`config.mk`:
```
export PLATFORM = sky130hd
export DESIGN_NAME = spike_thermo_ctrl
export DESIGN_NICKNAME = d
export VERILOG_FILES = /design/src/rtl/stc_pkg.sv /design/src/rtl/stc_spike_sync.sv /design/src/rtl/stc_control.sv /design/src/rtl/stc_datapath.sv /design/src/rtl/spike_thermo_ctrl.sv
export SDC_FILE = /design/constraint.sdc
export NUM_CORES = 1
export LEC_CHECK = 0
export BUFFER_PORTS_ARGS = -buffer_cell sky130_fd_sc_hd__buf_2
export CAP_MARGIN = 30
export CORE_AREA = 2 2 39 41
export DETAILED_ROUTE_END_ITERATION = 8
export DIE_AREA = 0 0 41 43
export PLACE_DENSITY_LB_ADDON = 0.12
export SKIP_LAST_GASP = 1
export SYNTH_ARGS = -nofsm -noshare
export SYNTH_HDL_FRONTEND = slang
export SYNTH_SLANG_ARGS = --single-unit
```
`constraint.sdc`:
```
create_clock -name clk -period 1.3 [get_ports clk]
set_input_delay 0.26 -clock clk [delete_from_list [all_inputs] [get_ports clk]]
set_output_delay 0.26 -clock clk [all_outputs]
set_load 0.02 [all_outputs]
```
`src/rtl/stc_pkg.sv`:
```
package stc_pkg;
  typedef struct packed {
    logic clearAll;
    logic loadNow;
    logic shiftUp;
    logic shiftDown;
  } stcStrobes_t;
endpackage

```
`src/rtl/stc_spike_sync.sv`:
```
module stc_spike_sync #(
  parameter int SYNC_DEPTH = 2
) (
  input  logic clk,
  input  logic rst,
  input  logic spikeIn,
  output logic eventPulse
);
  logic [SYNC_DEPTH-1:0] syncQ;
  logic prevQ;

  always_ff @(posedge clk) begin
    if (rst) begin
      syncQ <= '0;
      prevQ <= 1'b0;
    end else begin
      syncQ <= {syncQ[SYNC_DEPTH-2:0], spikeIn};
      prevQ <= syncQ[SYNC_DEPTH-1];
    end
  end

  assign eventPulse = syncQ[SYNC_DEPTH-1] & ~prevQ;

  // one event per rising edge, never two in a row
  a_r2_single_event: assert property (@(posedge clk) disable iff (rst)
    eventPulse |=> !eventPulse);
endmodule

```
`src/rtl/stc_control.sv`:
```
module stc_control
  import stc_pkg::*;
(
  input  logic        clk,
  input  logic        rst,
  input  logic        eventPulse,
  input  logic        loadEn,
  input  logic        decMode,
  input  logic        topStage,
  output stcStrobes_t strobes,
  output logic        cellResetReq
);
  always_comb begin
    strobes = '0;
    if (topStage)           strobes.clearAll  = 1'b1;
    else if (loadEn)        strobes.loadNow   = 1'b1;
    else if (eventPulse)  begin
      if (decMode)          strobes.shiftDown = 1'b1;
      else                  strobes.shiftUp   = 1'b1;
    end
  end

  always_ff @(posedge clk) begin
    if (rst) cellResetReq <= 1'b0;
    else     cellResetReq <= topStage;
  end

  // the request is a single-cycle pulse
  a_r4_req_single: assert property (@(posedge clk) disable iff (rst)
    cellResetReq |=> !cellResetReq);
  // a full register always produces a request
  a_r4_req_follows_top: assert property (@(posedge clk) disable iff (rst)
    topStage |=> cellResetReq);
endmodule

```
`src/rtl/stc_datapath.sv`:
```
module stc_datapath
  import stc_pkg::*;
#(
  parameter int STAGES = 5,
  localparam int EN_W  = STAGES - 1
) (
  input  logic            clk,
  input  logic            rst,
  input  stcStrobes_t     strobes,
  input  logic [EN_W-1:0] loadValue,
  output logic [EN_W-1:0] enable,
  output logic            topStage
);
  logic [STAGES-1:0] stageQ;
  logic [STAGES-1:0] stageD;
  logic [EN_W-1:0]   cleanLoad;

  // keep only the unbroken run of ones from bit 0
  assign cleanLoad[0] = loadValue[0];
  for (genvar i = 1; i < EN_W; i++) begin : g_clean
    assign cleanLoad[i] = loadValue[i] & cleanLoad[i-1];
  end

  for (genvar i = 0; i < STAGES; i++) begin : g_stage
    logic fromBelow, fromAbove, fromLoad;
    if (i == 0) begin : g_bot
      assign fromBelow = 1'b1;
    end else begin : g_mid
      assign fromBelow = stageQ[i-1];
    end
    if (i == STAGES - 1) begin : g_top
      assign fromAbove = 1'b0;
      assign fromLoad  = 1'b0;
    end else begin : g_low
      assign fromAbove = stageQ[i+1];
      assign fromLoad  = cleanLoad[i];
    end
    always_comb begin
      if (strobes.clearAll)       stageD[i] = 1'b0;
      else if (strobes.loadNow)   stageD[i] = fromLoad;
      else if (strobes.shiftUp)   stageD[i] = fromBelow;
      else if (strobes.shiftDown) stageD[i] = fromAbove;
      else                        stageD[i] = stageQ[i];
    end
  end

  always_ff @(posedge clk) begin
    if (rst) stageQ <= '0;
    else     stageQ <= stageD;
  end

  assign enable   = stageQ[EN_W-1:0];
  assign topStage = stageQ[STAGES-1];

  // stage register stays thermometer coded
  a_r9_thermo: assert property (@(posedge clk) disable iff (rst)
    (stageQ & (stageQ + 1'b1)) == '0);
  // an upward shift adds exactly one stage
  a_r3_step_up: assert property (@(posedge clk) disable iff (rst)
    strobes.shiftUp |=> $countones(stageQ) == $countones($past(stageQ)) + 1);
  // a downward shift on a non-empty register removes exactly one stage
  a_r8_step_down: assert property (@(posedge clk) disable iff (rst)
    (strobes.shiftDown && stageQ != '0) |=> $countones(stageQ) == $countones($past(stageQ)) - 1);
  // a full register is empty one edge later
  a_r4_auto_clear: assert property (@(posedge clk) disable iff (rst)
    topStage |=> stageQ == '0);
  // a load never sets the top stage
  a_r6_load_top_clear: assert property (@(posedge clk) disable iff (rst)
    strobes.loadNow |=> !topStage);
endmodule

```
`src/rtl/spike_thermo_ctrl.sv`:
```
module spike_thermo_ctrl
  import stc_pkg::*;
#(
  parameter int STAGES = 5,
  localparam int EN_W  = STAGES - 1
) (
  input  logic            clk,
  input  logic            rst,
  input  logic            spikeIn,
  input  logic            decMode,
  input  logic            loadEn,
  input  logic [EN_W-1:0] loadValue,
  output logic [EN_W-1:0] enable,
  output logic [EN_W-1:0] enableN,
  output logic            cellResetReq
);
  stcStrobes_t strobes;
  logic eventPulse;
  logic topStage;

  stc_spike_sync #(.SYNC_DEPTH(2)) uSync (
    .clk(clk), .rst(rst), .spikeIn(spikeIn), .eventPulse(eventPulse));

  stc_control uCtrl (
    .clk(clk), .rst(rst), .eventPulse(eventPulse), .loadEn(loadEn),
    .decMode(decMode), .topStage(topStage), .strobes(strobes),
    .cellResetReq(cellResetReq));

  stc_datapath #(.STAGES(STAGES)) uData (
    .clk(clk), .rst(rst), .strobes(strobes), .loadValue(loadValue),
    .enable(enable), .topStage(topStage));

  assign enableN = ~enable;

  // complement output tracks the enables
  a_r5_complement: assert property (@(posedge clk) disable iff (rst)
    (enable ^ enableN) == '1);
endmodule

```
After elaboration in Yosys (flattened, before gate mapping) --
Index checks and enable logic that the tools add are counted.
Operators by class: reductions and logical operators 4, muxes and demuxes 21, bitwise gates (word level) 6
Operators with widths (count):
- two-way mux 1 bit | 18
- AND 1 bit | 4
- two-way mux 2 bit | 2
- NOT 4 bit | 1
- two-way mux 3 bit | 1
- nonzero test 3 bit | 1
- OR reduction 3 bit | 1
- nonzero test 2 bit | 1
- OR reduction 2 bit | 1
- NOT 1 bit | 1
Storage, ports and cells: output and inout bits 9, logic and storage cells 36, flip-flop bits (word level) 9

Logic depth before layout (Yosys ltp) --
Gate-level depths: netlist of run 1.
word-level depth 8, mapped depth 4, gate-level depth less buffers 3

By module --
Synthesis of run 1 repeated with hierarchy kept, for this count alone.
Unflattened totals: cells, all modules 49, area, all modules 456.7 um2
Modules (own cells, without submodules):
- stc_datapath | times used 1, cells each 32, area an instance 285.3 um2
- stc_spike_sync | times used 1, cells each 7, area an instance 87.6 um2
- stc_control | times used 1, cells each 6, area an instance 68.8 um2
- spike_thermo_ctrl | times used 1, cells each 4, area an instance 15.0 um2

Worst setup path after synthesis of run 1 --
OpenSTA, ideal clock, no wires.
kind flip-flop to flip-flop, start point reg, netlist name uData.stageQ[1], end point reg uData.stageQ[1], slack -0.052 ns, path buffers 0, arrival 1.264 ns, library setup time 0.088 ns, clock period less this slack 1.352 ns, cell stages (with the launch flop) 4, cell sequence dfxtp_1 inv_1 or3_1 a311oi_2
RTL lines:
- end signal: assignment | line stc_datapath.sv:49 | else stageQ <= stageD;
- end: declaration | line stc_datapath.sv:14 | logic [STAGES-1:0] stageQ;

Worst setup path after layout of run 1 --
start point reg uSync.syncQ[1], end point reg uData.stageQ[1]
On the way: word-level cells in the longest chain between the ends 6, elaborated cells between the ends (all ways) 7
RTL lines:
- start: declaration | line stc_spike_sync.sv:9 | logic [SYNC_DEPTH-1:0] syncQ;
- start signal: assignment | line stc_spike_sync.sv:17 | syncQ <= {syncQ[SYNC_DEPTH-2:0], spikeIn};
- AND 1 bit (*) | line stc_spike_sync.sv:22 | assign eventPulse = syncQ[SYNC_DEPTH-1] & ~prevQ;
- two-way mux 2 bit (*) | line stc_control.sv:17 | else if (eventPulse) begin
- two-way mux 2 bit (*) | line stc_control.sv:16 | else if (loadEn) strobes.loadNow = 1'b1;
- two-way mux 3 bit (*) | line stc_control.sv:15 | if (topStage) strobes.clearAll = 1'b1;
- two-way mux 1 bit | line stc_datapath.sv:41 | else if (strobes.shiftUp) stageD[i] = fromBelow;
- two-way mux 1 bit | line stc_datapath.sv:40 | else if (strobes.loadNow) stageD[i] = fromLoad;
Every way passes the cells marked *; elsewhere a longest branch is shown, timed or not. A chain may end at the register's enable or synchronous reset.

==> impl_metrics.ini, run 1 <==
[global_route]
grt_remaining_overflow = 0
grt_first_pass_wirelength_um = 1520
grt_max_degree = 10
grt_pass1_vias = 332
grtUsageTotal_pct = 13.3
antenna_found_initial = 0

[routing]
drt-met1-wl_um = 424
vias = 381
detail-route-antenna-nets = 0
met2WireLength_um = 353
drc = 0
first_iter_violations = 6
avgRoutedWirePerCell_um = 11.3
vias_per_cell = 4.82
wl_met3_um = 75
wirelength_um = 890
top_layer_used = met4
drtPass1Iterations = 3

[timing]
setup-tns-final_ns = 0
fin_skew_ns = 0.00138
final_max_slew_viol_count = 0
period_share_pct = 90.6
fmax_ghz = 0.849
hold_viol = 0
tightest_slew_ns = 0.311
finalCriticalPeriod_ns = 1.18
rsz0062_at_grt = no
max_slew_margin_pct = 79.2
setup_viol = 0

[synthesis]
yosys_warnings = 0
ys_seq_area_share_pct = 44.9
syn_inst = 42
ys_ff_latch = 9
synth_top_cell_by_area = dfxtp_1
synth.distinct_cells = 21
synth_area_leaders = dfxtp_1 45%, nor2b_1 7.8%, a2bb2oi_1 4.4%
post_synth.cell_area_avg_sq_um = 9.56
yosysTopAreaCellShare_pct = 44.9
mappedNetlistArea_sq_um = 402
synth_nets = 51

[cts]
clock_path_buffers = 2
cts_sinks = 9
clk_latency_ns = 0.27
cts_setup_buffers = 0
cts-resized-gates = 0
holdBufCountCts = 0
cts_tree = yes
h-tree-depth = 1
clk_pin_slew_ns = 0.07
root_buffer = clkbuf_4
cts_made_buffers = 3

[die]
io_pins = 18
die_h_um = 43
rows = 14
core_area_sq_um = 1380
die_w_um = 41
start_util_pct = 29.0
die-area_sq_um = 1760

[power_and_ir_drop]
leakagePower_nw = 0.225
power-per-cell-area_nw_per_um2 = 1150
power_uw = 611
peakVddDrop_mv = 0.469

[cells_and_area]
multi_input_area_sq_um = 195
final_common_cell = buf_2
fillerInstances = 156
stdcell_area_sq_um = 533
final_cell_mix = 17 x buf_2, 7 x dfxtp_1, 5 x nor2b_1
layout.nets = 73
regArea_sq_um = 183
antenna_cells = 0
drive_gt1_share_pct = 42.9
syn2layout_area_growth_pct = 32.7

[setup_path]
endpoint_kind = flip-flop
r2r_setup_slack_ns = 0.12
r2r_end = uData.stageQ[1]
crit_type = flip-flop to flip-flop
cp.arrival_ns = 1.36
reg2regPathDepth = 3
cp-start-kind = flip-flop
reg2reg_from = uSync.syncQ[1]
worst-path-max-fanout = 5
critPathLaunch = uSync.syncQ[1]
crit_required_ns = 1.48

[worst_hold_path]
hold_depth = 2
min_from = spikeIn
min_path_type = input pin to flip-flop
holdPathEnd = uSync.syncQ[0]

[run]
cap_violations = 0

[place]
port_buffers = 17
dpl.hpwl_um = 684
gp_congestion = 0.723
place_area_sq_um = 505

[status]
status = completed
==> worst max-delay path, cell delays in order, from the launching register on <==
cell	delay [ns]
dfxtp_1	0.32
nor2b_1	0.18
or3_1	0.33
a311oi_2	0.27
==> flip-flops by register name, summed over array words and instances (netlist names) <==
name	count
uData.stageQ	5
uSync.prevQ	1
uSync.syncQ	2
uCtrl.cellResetReq	1
==> layer usage <==
layer	global-route usage [%]	vias up
met5	0	-
met4	10.0	0
met3	4.71	4
met2	15.3	16
met1	19.1	166
li1	-	195
==> cell type report <==
type                    count  share of cell area (%)
flip-flops and latches      9                    34.3
multi-input cells          28                    36.6
clock buffers               3                    4.23
well taps                  16                    3.76
clock inverters             1                   0.939
repair buffers             18                    17.4
inverters                   4                    2.82
==> how the worst max path moves through the flow <==
stage	endpoint	slack, ns	depth (start not counted)
6_report	uData.stageQ[1]	0.12	3
5_1_grt	uData.stageQ[0]	0.01	3
4_1_cts	uData.stageQ[1]	0.12	3
3_5_place_dp	uData.stageQ[2]	0.14	4
3_3_place_gp	uData.stageQ[1]	0.12	3
2_1_floorplan	uData.stageQ[1]	0.04	3
==> per-stage QoR <==
stage | util [%] | hold WS [ns] | setup slack, ns | instances
2_1_floorplan | - | 0.328 | 0.0414 | 42
3_5_place_dp | 36.5 | 0.429 | 0.142 | 75
5_1_grt | 38.5 | 0.203 | 0.0141 | 79
6_report | 38.5 | 0.194 | 0.123 | 79
4_1_cts | 38.5 | 0.192 | 0.119 | 79
3_3_place_gp | 36.5 | 0.421 | 0.118 | 75
==> power by group <==
part / switching, mW / leakage (nW) / internal, mW
Sequential: 0.00734 / 0.0745 / 0.287
Combinational: 0.0524 / 0.133 / 0.0366
Clock: 0.114 / 0.0177 / 0.114
Total: 0.173 / 0.225 / 0.438
==> cells by family (layout without fill, tap and decap cells) <==
family                 count (synthesis)  in the layout  share of synthesized area (%)
AO/OA/AOI/OAI                          8              8                           17.8
AND/OR/NAND/NOR                       19             19                           28.3
buffers and inverters                  5             26                           6.54
multiplexers                           1              1                           2.49
flip-flops                             9              9                           44.9
==> synth_stat cells, drive strengths merged <==
master,n
dfxtp,9
nor2b,5
inv,4
nor2,3
or3,3
a21oi,2
a2bb2oi,2
a311oi,2
nand2b,2
a2111o,1
a211o,1
buf,1
mux2i,1
nand2,1
nand3,1
nand4,1
nor3,1
nor4,1
nor4b,1
Power figures use the tool's default switching activity.
==> run 2: changes to the inputs <==
- ABC_AREA: not set -> 1
- REMOVE_ABC_BUFFERS: not set -> 1
==> impl_metrics.ini, run 2 <==
[global_route]
grt_remaining_overflow = 0
grt_pass1_vias = 384
antenna_found_initial = 0
met2_usage_pct = 16.9
grtUsageTotal_pct = 12.7
top_usage_layer = met2
grt_first_pass_wirelength_um = 1470
grt_use_met1_pct = 15.5
use_met3_pct = 6.28
grt_max_degree = 7

[routing]
drc = 0
detail-route-antenna-nets = 0
first_iter_violations = 3
wirelength_um = 892
avgRoutedWirePerCell_um = 8.83
vias = 441
drtPass1Iterations = 4
vias_per_cell = 4.37

[timing]
tightest_slew_ns = 0.234
hold_viol = 0
setup_viol = 0
fin_skew_ns = 0.00346
final_max_slew_viol_count = 0
finalCriticalPeriod_ns = 1.11
hold_slack_ns = 0.191
rsz0062_at_grt = no
period_share_pct = 85.4
fmax_ghz = 0.900
setup-tns-final_ns = 0
max_slew_margin_pct = 84.3

[setup_path]
r2r_setup_slack_ns = 0.32
cp-start-kind = flip-flop
r2r_end = uData.stageQ[2]
crit_end = enableN[3]
reg2regPathDepth = 6
crit_required_ns = 1.04
cp.arrival_ns = 0.85
critPathLaunch = uData.stageQ[3]
crit_type = flip-flop to output port
reg2reg_from = uSync.syncQ[1]
endpoint_kind = output port
worst-path-max-fanout = 3

[die]
die_h_um = 43
start_util_pct = 31.3
rows = 14
io_pins = 18
die-area_sq_um = 1760
core_area_sq_um = 1380
die_w_um = 41

[power_and_ir_drop]
power-per-cell-area_nw_per_um2 = 1090
leakagePower_nw = 0.294
switching_share_pct = 29.3
power.internal_uw = 435
share_comb_of_total_power_pct = 15.8
clkPwrFrac_pct = 36.5
power_switching_uw = 180
seqPwrFrac_pct = 47.7
peakVddDrop_mv = 0.572

[cells_and_area]
stdcell_area_sq_um = 566
fin_cells = 101
final_cell_mix = 17 x buf_2, 12 x inv_1, 10 x nand2_1
largest_register = uData.stageQ
antenna_cells = 0
drive_gt1_share_pct = 34.1
syn2layout_area_growth_pct = 30.6
layout.nets = 95
final_common_cell = buf_2
reg.largest.list = uData.stageQ: 5 flops, uSync.syncQ: 2 flops
largest_reg_flops = 5
fillerInstances = 157

[synthesis]
async_reset_ff_share_pct = 0
synth_top_cell_by_area = dfxtp_1
mappedNetlistArea_sq_um = 433
yosysTopAreaCellShare_pct = 41.6
yosysMostFrequentCell = inv_1
ys_ff_latch = 9
synth.distinct_cells = 13
ys_top_cells_by_count = 12 x inv_1, 10 x nand2_1, 9 x dfxtp_1, 8 x nor2_1, 6 x nand3_1
yosys_warnings = 0
syn_inst = 64
synth_flop_cell = dfxtp_1
synth_edf_count = 0
synth_area_leaders = dfxtp_1 42%, inv_1 10%, nand2_1 8.7%
ys_seq_area_share_pct = 41.6
post_synth.cell_area_avg_sq_um = 6.76

[place]
port_buffers = 17
gp_congestion = 0.804
dpl.hpwl_um = 720
place_area_sq_um = 538
dp_cells = 97

[run]
cap_violations = 0

[cts]
clock_path_buffers = 2
cts_made_buffers = 3
root_buffer = clkbuf_4
cts_tree = yes
cts_sinks = 9
holdBufCountCts = 0
cts-resized-gates = 0
h-tree-depth = 1
cts_setup_buffers = 0
clk_latency_ns = 0.27
clk_pin_slew_ns = 0.07

[worst_hold_path]
min_path_type = input pin to flip-flop

[status]
status = completed
[run 2: changes by cell type in the layout (fill, tap and decap cells not counted), sizes merged, moves of 3 or more]
cell,before,now
nor2b,5,0
nand2,1,12
inv,4,13
nand3,1,6
nor2,3,12
a21oi,2,5
o21ai,0,3
or3,3,0
[run 2: cell type report]
class                   count  area, sq um  area share (%)
multi-input cells          42          204            36.1
flip-flops and latches      9          180            31.9
inverters                  13         48.8            8.63
clock inverters             1         5.00           0.885
clock buffers               3         22.5            3.98
repair buffers             17         85.1            15.0
well taps                  16         20.0            3.54
[run 2: worst min path at each step]
stage	startpoint	end	slack, ns	depth (start not counted)
after global routing	rst	uSync.syncQ[1]	0.20	2
after detailed placement	uSync.syncQ[0]	uSync.syncQ[1]	0.40	2
after CTS	spikeIn	uSync.syncQ[0]	0.19	3
final	spikeIn	uSync.syncQ[0]	0.19	3
after global placement	uSync.syncQ[0]	uSync.syncQ[1]	0.40	2
after floorplan	rst	uSync.syncQ[0]	0.33	1
[run 2: cells by family (layout without fill, tap and decap cells)]
kind of cell / after synthesis / in the layout / synth area share [%]
buf+inv: 13 / 34 / 11.3
simple gates: 34 / 34 / 37.9
flops: 9 / 9 / 41.6
compound gates: 8 / 8 / 9.25
[run 2: power by group through the flow]
stage	clock [mW]	sequential, mW	combinational (mW)
after global placement	0	0.300	0.0984
after global routing	0.241	0.295	0.111
after CTS	0.230	0.293	0.0982
after floorplan	0	0.308	0.0517
final	0.225	0.294	0.0972
after detailed placement	0	0.300	0.0977
[run 2: per-layer routing]
layer | wire [um] | share of wire, % | vias to the layer above
met1 | 413 | 46 | 183
met2 | 369 | 41 | 15
li1 | - | - | 239
met5 | 0 | 0 | -
met3 | 87 | 9.8 | 4
met4 | 21 | 2.4 | 0
[run 2: per-stage QoR]
step	setup WS, ns	utilization, %	power [mW]
2_1_floorplan	0.313	-	0.360
3_3_place_gp	0.308	38.9	0.399
3_5_place_dp	0.310	38.9	0.398
4_1_cts	0.173	40.9	0.621
5_1_grt	0.134	40.9	0.647
6_report	0.189	40.9	0.615
[run 2: worst max-delay path, stage by stage (launching register included)]
cell and delay [ns]:
dfxtp_1 0.31, inv_1 0.10, buf_2 0.18
